[config.mk]
export PLATFORM = sky130hd
export DESIGN_NAME = usb_irq_wrap
export DESIGN_NICKNAME = d
export VERILOG_FILES = /design/src/rtl/usb_irqw_pkg.sv /design/src/rtl/usbw_edge_rise.sv /design/src/rtl/usbw_irq_bank.sv /design/src/rtl/usbw_rst_pulse.sv /design/src/rtl/usb_irq_wrap.sv
export SDC_FILE = /design/constraint.sdc
export NUM_CORES = 1
export LEC_CHECK = 0
export ABC_AREA = 1
export CELL_PAD_IN_SITES_DETAIL_PLACEMENT = 0
export CELL_PAD_IN_SITES_GLOBAL_PLACEMENT = 1
export CORE_MARGIN = 5
export CORE_UTILIZATION = 39
export DETAILED_ROUTE_END_ITERATION = 6
export PLACE_DENSITY_LB_ADDON = 0.1
export SYNTH_ARGS = -nofsm -noshare
export SYNTH_HDL_FRONTEND = slang
export SYNTH_SLANG_ARGS = --single-unit
[constraint.sdc]
create_clock -name clk -period 3.4 [get_ports clk]
set_clock_uncertainty 0.2 [all_clocks]
set_input_delay 0.68 -clock clk [delete_from_list [all_inputs] [get_ports clk]]
set_output_delay 0.68 -clock clk [all_outputs]
set_load 0.02 [all_outputs]
[src/rtl/usb_irqw_pkg.sv]
package usb_irqw_pkg;
  localparam int DATA_W = 32;
  localparam int ADDR_W = 8;

  localparam logic [ADDR_W-1:0] OFS_REV        = 8'h00;
  localparam logic [ADDR_W-1:0] OFS_CTRL       = 8'h14;
  localparam logic [ADDR_W-1:0] OFS_STAT       = 8'h18;
  localparam logic [ADDR_W-1:0] OFS_EP_PEND    = 8'h30;
  localparam logic [ADDR_W-1:0] OFS_CORE_PEND  = 8'h34;
  localparam logic [ADDR_W-1:0] OFS_EP_ENSET   = 8'h38;
  localparam logic [ADDR_W-1:0] OFS_CORE_ENSET = 8'h3C;
  localparam logic [ADDR_W-1:0] OFS_EP_ENCLR   = 8'h40;
  localparam logic [ADDR_W-1:0] OFS_CORE_ENCLR = 8'h44;
  localparam logic [ADDR_W-1:0] OFS_TXMODE     = 8'h70;
  localparam logic [ADDR_W-1:0] OFS_RXMODE     = 8'h74;
  localparam logic [ADDR_W-1:0] OFS_PHY        = 8'hE0;
  localparam logic [ADDR_W-1:0] OFS_MODE       = 8'hE8;

  localparam int CTRL_RST_BIT = 0;
  localparam int MODE_OVR_BIT = 7;
  localparam int MODE_VAL_BIT = 8;

  typedef struct packed {
    logic en_set;
    logic en_clr;
    logic ack;
  } bank_wr_t;
endpackage

[src/rtl/usbw_edge_rise.sv]
module usbw_edge_rise #(
  parameter int W = 8
) (
  input  logic         clk,
  input  logic         rst_n,
  input  logic [W-1:0] lvl,
  output logic [W-1:0] rise
);
  logic [W-1:0] prev_q;

  always_ff @(posedge clk) begin
    if (!rst_n) prev_q <= '0;
    else        prev_q <= lvl;
  end

  assign rise = lvl & ~prev_q;
endmodule

[src/rtl/usbw_irq_bank.sv]
module usbw_irq_bank
  import usb_irqw_pkg::*;
#(
  parameter int           W    = 32,
  parameter logic [W-1:0] MASK = '1
) (
  input  logic         clk,
  input  logic         rst_n,
  input  logic [W-1:0] evt,
  input  bank_wr_t     wr,
  input  logic [W-1:0] wdata,
  output logic [W-1:0] pend,
  output logic [W-1:0] en,
  output logic         active
);
  logic [W-1:0] pend_kept;

  always_comb begin
    pend_kept = wr.ack ? (pend & ~wdata) : pend;
  end

  always_ff @(posedge clk) begin
    if (!rst_n) begin
      pend <= '0;
      en   <= '0;
    end else begin
      pend <= (pend_kept | evt) & MASK;
      if (wr.en_set)      en <= (en | wdata) & MASK;
      else if (wr.en_clr) en <= en & ~wdata;
    end
  end

  assign active = |(pend & en);
endmodule

[src/rtl/usbw_rst_pulse.sv]
module usbw_rst_pulse #(
  parameter int CYC = 4
) (
  input  logic clk,
  input  logic rst_n,
  input  logic start,
  output logic busy
);
  localparam int CW = $clog2(CYC + 1);

  logic [CW-1:0] cnt_q;

  always_ff @(posedge clk) begin
    if (!rst_n)            cnt_q <= '0;
    else if (start)        cnt_q <= CW'(CYC);
    else if (cnt_q != '0)  cnt_q <= cnt_q - 1'b1;
  end

  assign busy = (cnt_q != '0);
endmodule

[src/rtl/usb_irq_wrap.sv]
module usb_irq_wrap
  import usb_irqw_pkg::*;
#(
  parameter int          CORE_SRC_W = 8,
  parameter logic [31:0] REV_ID     = 32'h4EA2_0800,
  parameter int          RST_CYCLES = 4,
  parameter logic [31:0] PHY_RST    = 32'h0020_0000,
  parameter logic [31:0] EP_MASK    = 32'hFFFE_FFFF
) (
  input  logic                  clk,
  input  logic                  rst_n,
  input  logic                  bus_wr,
  input  logic [ADDR_W-1:0]     bus_addr,
  input  logic [DATA_W-1:0]     bus_wdata,
  output logic [DATA_W-1:0]     bus_rdata,
  input  logic [DATA_W-1:0]     ep_src,
  input  logic [CORE_SRC_W-1:0] core_src,
  input  logic                  vbus_drv,
  input  logic                  phy_id,
  output logic                  irq,
  output logic                  core_rst,
  output logic                  id_eff,
  output logic [DATA_W-1:0]     phy_ctrl,
  output logic [DATA_W-1:0]     tx_mode,
  output logic [DATA_W-1:0]     rx_mode
);
  localparam int CORE_W = CORE_SRC_W + 1;

  logic [DATA_W-1:0]     ep_rise, ep_pend, ep_en;
  logic [CORE_SRC_W-1:0] core_rise;
  logic [CORE_W-1:0]     core_evt, core_pend, core_en;
  logic                  ep_act, core_act;
  logic                  vbus_q;
  logic                  mode_ovr, mode_val;
  bank_wr_t              ep_wr, core_wr;
  logic                  rst_start;

  function automatic logic hit(input logic [ADDR_W-1:0] ofs);
    return bus_wr && (bus_addr == ofs);
  endfunction

  usbw_edge_rise #(.W(DATA_W)) u_ep_edge (
    .clk(clk), .rst_n(rst_n), .lvl(ep_src), .rise(ep_rise)
  );

  usbw_edge_rise #(.W(CORE_SRC_W)) u_core_edge (
    .clk(clk), .rst_n(rst_n), .lvl(core_src), .rise(core_rise)
  );

  always_ff @(posedge clk) begin
    if (!rst_n) vbus_q <= 1'b0;
    else        vbus_q <= vbus_drv;
  end

  assign core_evt = {vbus_drv ^ vbus_q, core_rise};

  always_comb begin
    ep_wr.en_set   = hit(OFS_EP_ENSET);
    ep_wr.en_clr   = hit(OFS_EP_ENCLR);
    ep_wr.ack      = hit(OFS_EP_PEND);
    core_wr.en_set = hit(OFS_CORE_ENSET);
    core_wr.en_clr = hit(OFS_CORE_ENCLR);
    core_wr.ack    = hit(OFS_CORE_PEND);
  end

  usbw_irq_bank #(.W(DATA_W), .MASK(EP_MASK)) u_ep_bank (
    .clk(clk), .rst_n(rst_n), .evt(ep_rise), .wr(ep_wr),
    .wdata(bus_wdata), .pend(ep_pend), .en(ep_en), .active(ep_act)
  );

  usbw_irq_bank #(.W(CORE_W), .MASK({CORE_W{1'b1}})) u_core_bank (
    .clk(clk), .rst_n(rst_n), .evt(core_evt), .wr(core_wr),
    .wdata(bus_wdata[CORE_W-1:0]), .pend(core_pend), .en(core_en),
    .active(core_act)
  );

  assign irq = ep_act | core_act;

  assign rst_start = hit(OFS_CTRL) && bus_wdata[CTRL_RST_BIT];

  usbw_rst_pulse #(.CYC(RST_CYCLES)) u_rst (
    .clk(clk), .rst_n(rst_n), .start(rst_start), .busy(core_rst)
  );

  always_ff @(posedge clk) begin
    if (!rst_n) begin
      mode_ovr <= 1'b0;
      mode_val <= 1'b0;
      phy_ctrl <= PHY_RST;
      tx_mode  <= '0;
      rx_mode  <= '0;
    end else begin
      if (hit(OFS_MODE)) begin
        mode_ovr <= bus_wdata[MODE_OVR_BIT];
        mode_val <= bus_wdata[MODE_VAL_BIT];
      end
      if (hit(OFS_PHY))    phy_ctrl <= bus_wdata;
      if (hit(OFS_TXMODE)) tx_mode  <= bus_wdata;
      if (hit(OFS_RXMODE)) rx_mode  <= bus_wdata;
    end
  end

  assign id_eff = mode_ovr ? mode_val : phy_id;

  always_comb begin
    bus_rdata = '0;
    case (bus_addr)
      OFS_REV:        bus_rdata = REV_ID;
      OFS_CTRL:       bus_rdata[CTRL_RST_BIT] = core_rst;
      OFS_STAT:       bus_rdata[0] = vbus_drv;
      OFS_EP_PEND:    bus_rdata = ep_pend;
      OFS_CORE_PEND:  bus_rdata[CORE_W-1:0] = core_pend;
      OFS_EP_ENSET,
      OFS_EP_ENCLR:   bus_rdata = ep_en;
      OFS_CORE_ENSET,
      OFS_CORE_ENCLR: bus_rdata[CORE_W-1:0] = core_en;
      OFS_TXMODE:     bus_rdata = tx_mode;
      OFS_RXMODE:     bus_rdata = rx_mode;
      OFS_PHY:        bus_rdata = phy_ctrl;
      OFS_MODE: begin
        bus_rdata[MODE_OVR_BIT] = mode_ovr;
        bus_rdata[MODE_VAL_BIT] = mode_val;
      end
      default:        bus_rdata = '0;
    endcase
  end
endmodule

==> results.sh, run 1 <==
export IMPL_status="finished, final reports clean"
export IMPL_start_util_pct=39.7
export IMPL_drt_total_wl_um=33200
export IMPL_grt_pass1_wl_um=52100
export IMPL_r2r_start="u_rst.cnt_q[0]"
export IMPL_critPathRequiredTime_ps=2520
export IMPL_cts_buffers_inserted=25
export IMPL_final_area_sq_um=13000
export IMPL_wire_per_inst_um=17.2
export IMPL_cts_tree="built"
export IMPL_leakagePower_nw=5.32
export IMPL_die_y_um=167
export IMPL_hold_buffers=0
export IMPL_maxSlewViolCount=0
export IMPL_ff2ff_setup_slack_ps=1960
export IMPL_cp_cell_sequence="clkdlybuf4s50_1, inv_1, nand2_2, buf_4, nor2_2, nand2_2, nand2_4, buf_12, buf_4, nand2_1, nand2_1, clkdlybuf4s15_2"
export IMPL_yosysUniqueCellTypes=35
export IMPL_clock_latency_ps=510
export IMPL_nets=1686
export IMPL_area_delta_synth_final_pct=35.1
export IMPL_syn_cell_area_sq_um=9660
export IMPL_slew_headroom_pct=50.5
export IMPL_ant_nets=0
export IMPL_vias_per_cell=4.96
export IMPL_r2r_end="u_rst.cnt_q[2]"
export IMPL_rows=57
export IMPL_drv_cap=0
export IMPL_critPathLaunchType="input port"
export IMPL_die_width_um=167
export IMPL_synth_area_leaders="dfxtp_1 (46%), nand2_1 (18%), a21oi_1 (6.2%)"
export IMPL_portBuffers=214
export IMPL_ys_warn_count=0
export IMPL_synth_edff_count=0
export IMPL_synthCells=1375
export IMPL_endpoint="bus_rdata[15]"
export IMPL_place_congestion=0.843
export IMPL_cts_root_buf="clkbuf_16"
export IMPL_num_antenna_cells=0
export IMPL_drc=0
export IMPL_dp_worst_setup_slack_ps=-400
export IMPL_yosysTopAreaCell="dfxtp_1"
export IMPL_cts_htree_levels=1
export IMPL_crit_path_end_kind="primary output"
export IMPL_dp_hpwl_um=22200
export IMPL_post_route_period_util_pct=98.0
export IMPL_synth_nets=1463
export IMPL_async_reset_ff_share_pct=0
export IMPL_fin_util_pct=53.6
export IMPL_critPathKind="input port to primary output"
export IMPL_setup_viol=0
export IMPL_crit_start="bus_addr[0]"
export IMPL_cts_buffer_depth=3
export IMPL_overflow=0
export IMPL_die_area_sq_um=28000
export IMPL_critPathMaxFanout=6
export IMPL_hp_class="register to register"
export IMPL_rsz0062_at_grt="true"
export IMPL_fin_crit_ps=3330
export IMPL_grt_max_degree=147
export IMPL_synth_avg_cell_area_sq_um=7.02
export IMPL_fin_tns_setup_ps=0
export IMPL_placed_area_sq_um=12300
export IMPL_ys_ff_latch=222
export IMPL_pin_count=216
export IMPL_grt_pass1_vias=9262
export IMPL_yosysSeqAreaShare_pct=46.0
export IMPL_yosys_most_used_dff="dfxtp_1"
export IMPL_reg2regPathDepth=5
export IMPL_fin_ws_ps=68.7
export IMPL_hold_viol=0
export IMPL_power_total_w=0.00567
export IMPL_cts_clk_slew_worst_paths_ps=60
export IMPL_antenna_found_initial=1
export IMPL_max_stage_delay_ps=400
export IMPL_grt_usage_pct=22.8
export IMPL_tightest_slew_ps=741
export IMPL_vias=9607
export IMPL_cpMaxStageDelayCell="clkdlybuf4s50_1"
export IMPL_core_sq_um=24300
export IMPL_fmax_mhz=300
export IMPL_power_per_cell_area_nw_per_um2=435
export IMPL_cts_sinks=222
export IMPL_final_layout_size_suffix_gt1_share_pct=10.4
export IMPL_hold_depth=1
export IMPL_firstDrtPassIters=5
export IMPL_ir_worst_vdd_uv=307
export IMPL_crit_arrival_ps=2450
export IMPL_netlist_area_leader_share_pct=46.0
export IMPL_drt_initial_drc_count=607
==> cell families after synthesis <==
kind of cell	count (synthesis)	synth area share, %
DFF	222	46.0
xor gates and xnor gates	1	0.0907
buffers and inverters	180	9.08
and+or+nand+nor	709	30.5
adders and majority gates	3	0.389
AOI/OAI and AO/OA	260	13.9
==> synthesized netlist by cell type (11+ instances only) <==
cell type and count:
nand4_1 14, o21ai_0 112, dfxtp_1 222, nand2_1 465
nor2_2 12, nand3_1 98, buf_2 11, nor2_1 98
inv_1 90, o21ai_1 15, a21oi_1 119, buf_6 12
clkbuf_1 41
==> cell type report <==
| cell class | instances | area [sq um] |
|---|---|---|
| Multi-Input combinational cell | 973 | 4370 |
| Fill cell | 2455 | 11300 |
| Tap cell | 324 | 405 |
| Sequential cell | 222 | 4440 |
| Inverter | 97 | 379 |
| Timing Repair Buffer | 279 | 2720 |
| Clock buffer | 41 | 726 |
==> critical path: cells and delay by family <==
family | cells | cell delay, ps
simple gates | 6 | 610
buf+inv | 6 | 1160
==> per-layer routing <==
layer / up-vias / track usage, % / part of all wire [%]
met5: - / 0 / 0.039
met4: 2 / 4.62 / 1.9
met3: 42 / 4.27 / 6.2
met2: 288 / 38.4 / 46
met1: 4426 / 30.7 / 46
li1: 4849 / - / -
==> layout by cell type, fill, tap and decap left out, types with 11 or more instances in the layout <==
cell type / count
inv_1: 89
nand3_1: 98
clkbuf_16: 25
nand2_1: 460
a21oi_1: 119
clkbuf_1: 12
o21ai_0: 101
buf_12: 14
clkdlybuf4s50_1: 179
nand4_1: 14
dfxtp_1: 222
nor2_1: 97
o21ai_1: 26
clkbuf_2: 11
buf_4: 58
==> how the worst min path moves through the flow <==
stage,to,startpoint
floorplan,u_ep_bank.pend[2],u_ep_edge.prev_q[2]
global placement,u_ep_bank.pend[5],u_ep_edge.prev_q[5]
detailed placement,u_ep_bank.pend[5],u_ep_edge.prev_q[5]
CTS,u_ep_bank.pend[5],u_ep_edge.prev_q[5]
global route,u_core_bank.pend[2],u_core_edge.prev_q[2]
finish,u_ep_bank.pend[5],u_ep_edge.prev_q[5]
==> report_power, final <==
part / leakage [nW] / switching [W] / internal [W]
Combinational: 3.16 / 0.000258 / 0.000197
Sequential: 1.81 / 0.0000535 / 0.00269
Clock: 0.351 / 0.00103 / 0.00144
Total: 5.32 / 0.00135 / 0.00433
==> metrics by stage <==
stage,instances,hold WS (ps)
4_1_cts,1933,207
3_3_place_gp,1890,192
3_5_place_dp,1890,199
6_report,1936,205
2_1_floorplan,1375,189
5_1_grt,1936,226
==> state kept, by name (all words and copies together), names as in the netlist, 3 cells and up, named ones only <==
name and count:
u_ep_bank.pend 31, phy_ctrl 32, u_core_edge.prev_q 8, tx_mode 32
u_ep_bank.en 32, u_ep_edge.prev_q 31, u_core_bank.pend 9, u_rst.cnt_q 3
rx_mode 32
==> repair_timing <==
action	CTS	global route
gates resized for setup	84	63
setup endpoints to repair	31	32
gates cloned	1	0
setup buffers	1	3
pin swaps	0	1
(Power assumes the default switching activity.)
==> run 2, diff against run 1 <==
--- a/config.mk
+++ b/config.mk
@@ -10,6 +10,7 @@
 export CELL_PAD_IN_SITES_GLOBAL_PLACEMENT = 1
 export CORE_MARGIN = 5
 export CORE_UTILIZATION = 39
+export CTS_CLUSTER_SIZE = 28
 export DETAILED_ROUTE_END_ITERATION = 6
 export PLACE_DENSITY_LB_ADDON = 0.1
 export SYNTH_ARGS = -nofsm -noshare
==> results of run 2 <==
No change in the layout: final DEF, timing and power equal those of run 1.
==> run 3, diff against run 2 <==
--- a/config.mk
+++ b/config.mk
@@ -16,3 +16,4 @@
 export SYNTH_ARGS = -nofsm -noshare
 export SYNTH_HDL_FRONTEND = slang
 export SYNTH_SLANG_ARGS = --single-unit
+export TNS_END_PERCENT = 10
==> run 3 against run 2 <==
Against the previous run:
- maximum frequency decreased by 0.17%
- setup slack got worse by 5.6 ps
- final area about the same
- combinational power about the same
- highest routed layer unchanged
- clock power about the same
- critical path type unchanged
- non-clock buffer count decreased by 1
==> results.sh, run 3 (same netlist as run 1, synthesis figures left out) <==
export IMPL_status="finished, final reports clean"
export IMPL_ant_nets=0
export IMPL_grt_pass1_wl_um=52100
export IMPL_fmax_mhz=300
export IMPL_critPathRequiredTime_ps=2520
export IMPL_critPathKind="input port to primary output"
export IMPL_power_per_cell_area_nw_per_um2=434
export IMPL_die_width_um=167
export IMPL_final_layout_size_suffix_gt1_share_pct=10.2
export IMPL_slew_headroom_pct=50.1
export IMPL_cts_sinks=222
export IMPL_grtUsageMet2_pct=38.4
export IMPL_cts_htree_levels=1
export IMPL_rsz0062_at_grt="true"
export IMPL_grt_usage_pct=22.8
export IMPL_holdCritStartpoint="u_ep_edge.prev_q[5]"
export IMPL_final_area_sq_um=13000
export IMPL_dp_hpwl_um=22200
export IMPL_ir_worst_vdd_uv=308
export IMPL_busiest_layer="met2"
export IMPL_dp_worst_setup_slack_ps=-400
export IMPL_rows=57
export IMPL_cts_clk_slew_worst_paths_ps=50
export IMPL_place_congestion=0.843
export IMPL_hp_class="register to register"
export IMPL_r2r_start="u_rst.cnt_q[0]"
export IMPL_vias=9593
export IMPL_hold_viol=0
export IMPL_fin_ws_ps=63.1
export IMPL_met1_usage_pct=30.7
export IMPL_vias_per_cell=4.96
export IMPL_crit_start="bus_addr[0]"
export IMPL_cts_tree="built"
export IMPL_setup_viol=0
export IMPL_final_common_cell="nand2_1"
export IMPL_grt_pass1_vias=9262
export IMPL_placed_area_sq_um=12300
export IMPL_wire_per_inst_um=17.2
export IMPL_grt_max_degree=147
export IMPL_final_cell_mix="nand2_1 (463), dfxtp_1 (222), clkdlybuf4s50_1 (179)"
export IMPL_pin_count=216
export IMPL_crit_path_end_kind="primary output"
export IMPL_area_delta_synth_final_pct=35.1
export IMPL_drc=0
export IMPL_core_sq_um=24300
export IMPL_firstDrtPassIters=5
export IMPL_tightest_slew_ps=747
export IMPL_die_y_um=167
export IMPL_cts_root_buf="clkbuf_16"
export IMPL_overflow=0
export IMPL_portBuffers=214
export IMPL_leakagePower_nw=5.29
export IMPL_antenna_found_initial=1
export IMPL_drt_initial_drc_count=629
export IMPL_maxSlewViolCount=0
export IMPL_post_route_period_util_pct=98.1
export IMPL_cts_buffer_depth=3
export IMPL_cts_buffers_inserted=25
export IMPL_clock_latency_ps=510
export IMPL_drt_total_wl_um=33300
export IMPL_critPathLaunchType="input port"
export IMPL_fin_crit_ps=3340
export IMPL_start_util_pct=39.7
export IMPL_grt_met3_usage_pct=4.27
export IMPL_die_area_sq_um=28000
export IMPL_crit_arrival_ps=2460
export IMPL_critPathMaxFanout=12
export IMPL_drv_cap=0
export IMPL_num_antenna_cells=0
export IMPL_nets=1685
export IMPL_hold_buffers=0
[run 3: changes by cell type in the layout (fill, tap and decap cells not counted), sizes merged]
cell / before / now
inv: 93 / 95
buf: 84 / 78
clkdlybuf4s15: 3 / 8
clkinv: 4 / 2
[run 3: repair_timing]
item | 4_1_cts | 5_1_grt
buffers inserted | 1 | 2
endpoints found under the setup margin | 31 | 32
gates cloned | 1 | 0
pin swaps | 0 | 1
resized for setup | 84 | 47
[run 3: worst paths after layout]
kind                       end  slack, ps  cells past startpoint
max              bus_rdata[21]         60                     11
min          u_ep_bank.pend[5]        200                      1
max reg2reg     u_rst.cnt_q[2]       1960                      5
min reg2reg  u_ep_bank.pend[5]        200                      1
[run 3: critical path, cell delays in order]
cell	delay (ps)
clkdlybuf4s50_1	400
inv_1	70
nand2_2	100
buf_4	160
nor2_2	140
nand2_2	110
nand2_4	130
buf_6	190
a21oi_1	80
nand4_1	110
clkdlybuf4s15_2	280
[run 3: layer usage]
layer / wire [um] / up-vias
met4: 667 / 2
met3: 2040 / 48
met5: 13 / -
met2: 15200 / 286
met1: 15400 / 4417
li1: - / 4840
[run 3: cell type report]
cell class | instances | area (sq um)
Fill cell | 2451 | 11300
Sequential cell | 222 | 4440
Multi-Input combinational cell | 973 | 4360
Timing Repair Buffer | 278 | 2730
Clock buffer | 41 | 726
Tap cell | 324 | 405
Inverter | 97 | 374
[run 3: where the power goes]
group / switching (W) / total [W] / internal, W
combinational: 0.000259 / 0.000455 / 0.000197
clock: 0.00103 / 0.00246 / 0.00144
sequential: 0.0000537 / 0.00275 / 0.00269
total: 0.00134 / 0.00567 / 0.00433
[run 3: through the flow]
stage / power (W) / TNS, ps / cells / util, % / hold WS [ps]
after floorplan: 0.00302 / 0 / 1375 / - / 189
after global placement: 0.00325 / -10900 / 1890 / 50.7 / 192
after detailed placement: 0.00326 / -11100 / 1890 / 50.7 / 199
after CTS: 0.00572 / 0 / 1933 / 53.9 / 207
after global routing: 0.00587 / -597 / 1935 / 53.6 / 226
final: 0.00567 / 0 / 1935 / 53.6 / 205
